<file path="src/rtl/coal_pkg.sv">
package coal_pkg;
   typedef enum logic {
      CS_IDLE  = 1'b0,
      CS_ISSUE = 1'b1
   } coal_state_e;
endpackage

</file>
<file path="src/rtl/lane_first_pick.sv">
module lane_first_pick #(
   parameter int N     = 32,
   parameter int IDX_W = $clog2(N)
) (
   input  logic [N-1:0]     req,
   output logic             found,
   output logic [IDX_W-1:0] idx
);
   always_comb begin
      found = 1'b0;
      idx   = '0;
      for (int i = N - 1; i >= 0; i--) begin
         if (req[i]) begin
            found = 1'b1;
            idx   = i[IDX_W-1:0];
         end
      end
   end
endmodule

</file>
<file path="src/rtl/line_group.sv">
module line_group #(
   parameter int LANES      = 32,
   parameter int ADDR_W     = 32,
   parameter int LINE_OFS_W = 5,
   localparam int IDX_W     = $clog2(LANES),
   localparam int LINE_W    = ADDR_W - LINE_OFS_W
) (
   input  logic [LANES*ADDR_W-1:0] addr,
   input  logic [LANES-1:0]        pending,
   input  logic [IDX_W-1:0]        lead,
   output logic [LINE_W-1:0]       lead_line,
   output logic [LANES-1:0]        match
);
   logic [LINE_W-1:0] line_of [LANES];

   for (genvar g = 0; g < LANES; g++) begin : g_lane
      assign line_of[g] = addr[g*ADDR_W + LINE_OFS_W +: LINE_W];
   end

   assign lead_line = line_of[lead];

   for (genvar g = 0; g < LANES; g++) begin : g_cmp
      assign match[g] = pending[g] && (line_of[g] == lead_line);
   end
endmodule

</file>
<file path="src/rtl/warp_coalescer.sv">
module warp_coalescer
   import coal_pkg::*;
#(
   parameter int LANES      = 32,
   parameter int ADDR_W     = 32,
   parameter int LINE_OFS_W = 5,
   localparam int IDX_W     = $clog2(LANES),
   localparam int CNT_W     = $clog2(LANES + 1),
   localparam int LINE_W    = ADDR_W - LINE_OFS_W
) (
   input  logic                    clk,
   input  logic                    rst_n,
   input  logic                    req_valid,
   output logic                    req_ready,
   input  logic [LANES-1:0]        req_mask,
   input  logic [LANES*ADDR_W-1:0] req_addr,
   output logic                    txn_valid,
   input  logic                    txn_ready,
   output logic [LINE_W-1:0]       txn_line,
   output logic [LANES-1:0]        txn_lanes,
   output logic                    txn_last,
   output logic                    done,
   output logic [CNT_W-1:0]        done_count
);
   if (LANES < 2 || (1 << IDX_W) != LANES) begin : g_bad_lanes
      $error("warp_coalescer: LANES must be a power of two, at least 2");
   end
   if (LINE_OFS_W < 0 || LINE_OFS_W >= ADDR_W) begin : g_bad_ofs
      $error("warp_coalescer: LINE_OFS_W must lie below ADDR_W");
   end

   coal_state_e             state_q;
   logic [LANES-1:0]        pend_q;
   logic [LANES*ADDR_W-1:0] addr_q;
   logic [CNT_W-1:0]        cnt_q;
   logic                    done_q;
   logic [CNT_W-1:0]        done_cnt_q;

   logic                    lead_found;
   logic [IDX_W-1:0]        lead_idx;
   logic [LINE_W-1:0]       lead_line;
   logic [LANES-1:0]        grp_mask;
   logic                    accept;
   logic                    hand_off;
   logic                    final_txn;

   lane_first_pick #(.N(LANES), .IDX_W(IDX_W)) u_pick (
      .req   (pend_q),
      .found (lead_found),
      .idx   (lead_idx)
   );

   line_group #(.LANES(LANES), .ADDR_W(ADDR_W), .LINE_OFS_W(LINE_OFS_W)) u_group (
      .addr      (addr_q),
      .pending   (pend_q),
      .lead      (lead_idx),
      .lead_line (lead_line),
      .match     (grp_mask)
   );

   assign req_ready = (state_q == CS_IDLE);
   assign accept    = req_valid && req_ready;
   assign txn_valid = (state_q == CS_ISSUE) && lead_found;
   assign txn_line  = lead_line;
   assign txn_lanes = grp_mask;
   assign final_txn = ((pend_q & ~grp_mask) == '0);
   assign txn_last  = final_txn;
   assign hand_off  = txn_valid && txn_ready;

   always_ff @(posedge clk) begin
      if (!rst_n) begin
         state_q    <= CS_IDLE;
         pend_q     <= '0;
         addr_q     <= '0;
         cnt_q      <= '0;
         done_q     <= 1'b0;
         done_cnt_q <= '0;
      end else begin
         done_q <= 1'b0;
         if (accept) begin
            addr_q <= req_addr;
            pend_q <= req_mask;
            cnt_q  <= '0;
            if (req_mask == '0) begin
               done_q     <= 1'b1;
               done_cnt_q <= '0;
            end else begin
               state_q <= CS_ISSUE;
            end
         end else if (hand_off) begin
            pend_q <= pend_q & ~grp_mask;
            cnt_q  <= cnt_q + CNT_W'(1);
            if (final_txn) begin
               state_q    <= CS_IDLE;
               done_q     <= 1'b1;
               done_cnt_q <= cnt_q + CNT_W'(1);
            end
         end
      end
   end

   assign done       = done_q;
   assign done_count = done_cnt_q;
endmodule

</file>
<file path="config.mk">
export PLATFORM = sky130hd
export DESIGN_NAME = warp_coalescer
export DESIGN_NICKNAME = d
export VERILOG_FILES = /design/src/rtl/coal_pkg.sv /design/src/rtl/lane_first_pick.sv /design/src/rtl/line_group.sv /design/src/rtl/warp_coalescer.sv
export SDC_FILE = /design/constraint.sdc
export NUM_CORES = 2
export LEC_CHECK = 0
export BUFFER_PORTS_ARGS = -buffer_cell sky130_fd_sc_hd__buf_2
export CAP_MARGIN = 0
export CELL_PAD_IN_SITES_DETAIL_PLACEMENT = 1
export CELL_PAD_IN_SITES_GLOBAL_PLACEMENT = 2
export CORE_AREA = 2 2 436 438
export DETAILED_ROUTE_END_ITERATION = 8
export DIE_AREA = 0 0 438 440
export PLACE_DENSITY = 0.76
export SYNTH_ARGS = -nofsm -noshare
export SYNTH_HDL_FRONTEND = slang
export SYNTH_SLANG_ARGS = --single-unit
</file>
<file path="constraint.sdc">
create_clock -name clk -period 7.12 [get_ports clk]
set_input_delay 1.424 -clock clk [delete_from_list [all_inputs] [get_ports clk]]
set_output_delay 1.424 -clock clk [all_outputs]
set_load 0.02 [all_outputs]
</file>
==> flow_summary.json <==
{
  "synthCells": 6774,
  "syn_area_sq_um": 53210,
  "drc": 0,
  "cpMostUsedCell": "buf_4",
  "outcome": "finished, violations left",
  "finish.utilization": 0.4276,
  "synth_compound_area_frac": 0.2045,
  "routed_wl_um": 421100,
  "antenna_found_initial": 48,
  "cts_buffer_depth": 3,
  "hold_viol_final": 0,
  "die_area_sq_um": 192700,
  "drv_slew": 0,
  "crit_fanout": 15,
  "clock_latency_ns": 0.81,
  "numCtsBuffers": 105,
  "peakVddDrop_v": 0.0002058,
  "final_nets": 9844,
  "critical-path-top-delay-family": "compound AO/OA/AOI/OAI gates",
  "synthMuxAreaShare": 0.04573,
  "post-layout-total-power_uw": 26520,
  "synth_top_family_by_area": "simple AND/OR/NAND/NOR gates",
  "grt_usage": 0.4181,
  "cap_violations": 0,
  "max_freq_mhz": 115.4,
  "first_pass_iters": 5,
  "core_area_sq_um": 188600,
  "die_h_um": 440,
  "worstSetupEndpointType": "output port",
  "start_util": 0.2822,
  "p_leak_uw": 0.03321,
  "cpPeakStageDelay_ns": 0.68,
  "violations": "negative setup slack",
  "cp-start-kind": "flip-flop",
  "cp.required_ns": 5.70,
  "synth_xor_area_frac": 0.1264,
  "die_w_um": 438,
  "r2r_cells": 38,
  "grt_pass1_wl_um": 544400,
  "worst_slew_pin_slew_ns": 1.092,
  "area_delta_synth_final_pct": 51.53,
  "cellPowerDensity_nw_per_um2": 328.9,
  "ys_ff_latch": 910,
  "slew_headroom": 0.2723,
  "worst-path-buf-inv": 12,
  "fin_tns_setup_ns": -14.14,
  "cts_tree": "built",
  "syn_area_per_cell_sq_um": 7.855,
  "mostFrequentLayoutCells": "2,068 x nand2_1, 1,042 x buf_4, 936 x buf_2",
  "grt_max_degree": 220,
  "wl_per_cell_um": 36.96,
  "syn-num-nets": 7835,
  "worst_slack_ns": -1.543,
  "min_period_ns": 8.663,
  "place_congestion": 1.063,
  "ant_nets": 0,
  "dp_hpwl_um": 345200,
  "rsz0062_at_grt": "true",
  "final_area_sq_um": 80630,
  "yosysSeqAreaShare": 0.3424,
  "synthAdderAreaFrac": 0.0002351,
  "root_buffer": "clkbuf_16",
  "ios": 1129,
  "crit_arrival_ns": 7.24,
  "cts_sinks": 910,
  "yosys_warnings": 0,
  "cp.depth": 27,
  "io_buffers": 968,
  "holdBufCountCts": 0,
  "final_common_cell": "nand2_1",
  "ys_types": 107,
  "path_clk_slew_ns": 0.08,
  "first_iter_violations": 6386,
  "synth_edf_count": 0,
  "h-tree-depth": 3,
  "viasPerCell": 5.511,
  "finClkSkew_ns": 0.04694,
  "num_vias": 62800,
  "min_period_over_period": 1.217,
  "min_path_cells": 2,
  "synth_flop_cell": "dfxtp_1",
  "grt_pass1_vias": 62070,
  "hp-class": "reg2reg",
  "setup_viol": 32,
  "async_flop_share": 0,
  "crit_type": "reg2out",
  "synth-simple-area-share": 0.2316,
  "drive_above_1_share": 0.3574,
  "critPathSlowestCell": "o41ai_4",
  "num_rows": 160,
  "post_dp_cell_area_sq_um": 68430,
  "grt_overflow": 0
}
[routing by layer]
layer  global-route usage  vias to the layer above  share of wire
met4               0.3028                       30          0.090
li1                     -                    27210              -
met2               0.6424                     3198           0.43
met3              0.08622                     1050          0.077
met1               0.5188                    31310           0.40
met5                    0                        -        0.00049
[worst min-delay path, stage by stage, from the launching register on]
cell and delay (ns):
dfxtp_1 0.31, nand2_1 0.05, mux2i_1 0.06
[synth_stat cells (all sizes together) (26+ instances only)]
library cell | count | area (sq um)
a2111oi | 33 | 344.1
a211oi | 31 | 247.7
a21boi | 911 | 6843
a21oi | 138 | 705.7
and2 | 34 | 212.7
buf | 185 | 1199
clkbuf | 331 | 1242
dfxtp | 910 | 18220
inv | 46 | 175.2
mux2 | 34 | 386.6
mux2i | 173 | 1732
nand2 | 2103 | 7914
nand3 | 176 | 885.9
nand4 | 95 | 594.3
nor2 | 72 | 317.8
nor3 | 85 | 462.9
nor4 | 160 | 1077
o2111ai | 26 | 234.0
o21ai | 72 | 360.3
o22ai | 28 | 175.2
xnor2 | 461 | 4038
xor2 | 307 | 2689
[cells by family (layout without fill, tap and decap cells)]
family | count (synthesis) | after routing
buf+inv | 562 | 2655
other cells | 0 | 16
simple gates | 2841 | 2841
mux | 221 | 221
fa+ha+maj | 1 | 1
flops | 910 | 910
xor+xnor | 768 | 768
compound gates | 1471 | 1472
[repair_timing]
action | in CTS | in global routing
cloned | 6 | 3
pin swaps | 208 | 208
setup buffers | 244 | 170
gates resized for setup | 746 | 393
setup endpoints to repair | 47 | 33
[cell type report]
class | count | area (sq um)
multi-input cells | 5303 | 35990
well taps | 2511 | 3142
fillers | 22340 | 108000
diodes | 16 | 40.04
repair buffers | 2417 | 19460
flip-flops and latches | 910 | 18260
clock buffers | 153 | 3070
clock inverters | 39 | 500.5
inverters | 46 | 180.2
[through the flow]
step	hold slack (ns)	worst slack, ns	std cells
after CTS	0.4707	-1.444	11250
after global routing	0.4828	-1.584	11380
after floorplan	0.4405	0.09153	6774
after detailed placement	0.4627	-2.524	10830
final	0.4682	-1.543	11400
after global placement	0.4523	-2.587	10830
[path summary, 6_finish.rpt]
kind,slack (ns),end,startpoint
min reg2reg,0.47,done_count[5]$_SDFFE_PN0P_,done_count[5]$_SDFFE_PN0P_
max,-1.54,txn_last,pend_q[10]$_SDFFE_PN0P_
max reg2reg,0.05,pend_q[17]$_SDFFE_PN0P_,pend_q[10]$_SDFFE_PN0P_
min,0.47,done_count[5]$_SDFFE_PN0P_,done_count[5]$_SDFFE_PN0P_
[power breakdown]
part	internal [uW]	switching [uW]
combinational	6340	8350
sequential	5430	677
clock	3290	2430
total	15100	11500
[state kept, by name, summed over array words and instances, names as in the netlist]
name and flops:
done_count 6, addr_q 864, pend_q 32, done 1, state_q 1, cnt_q 6
Power figures use the tool's default switching activity.
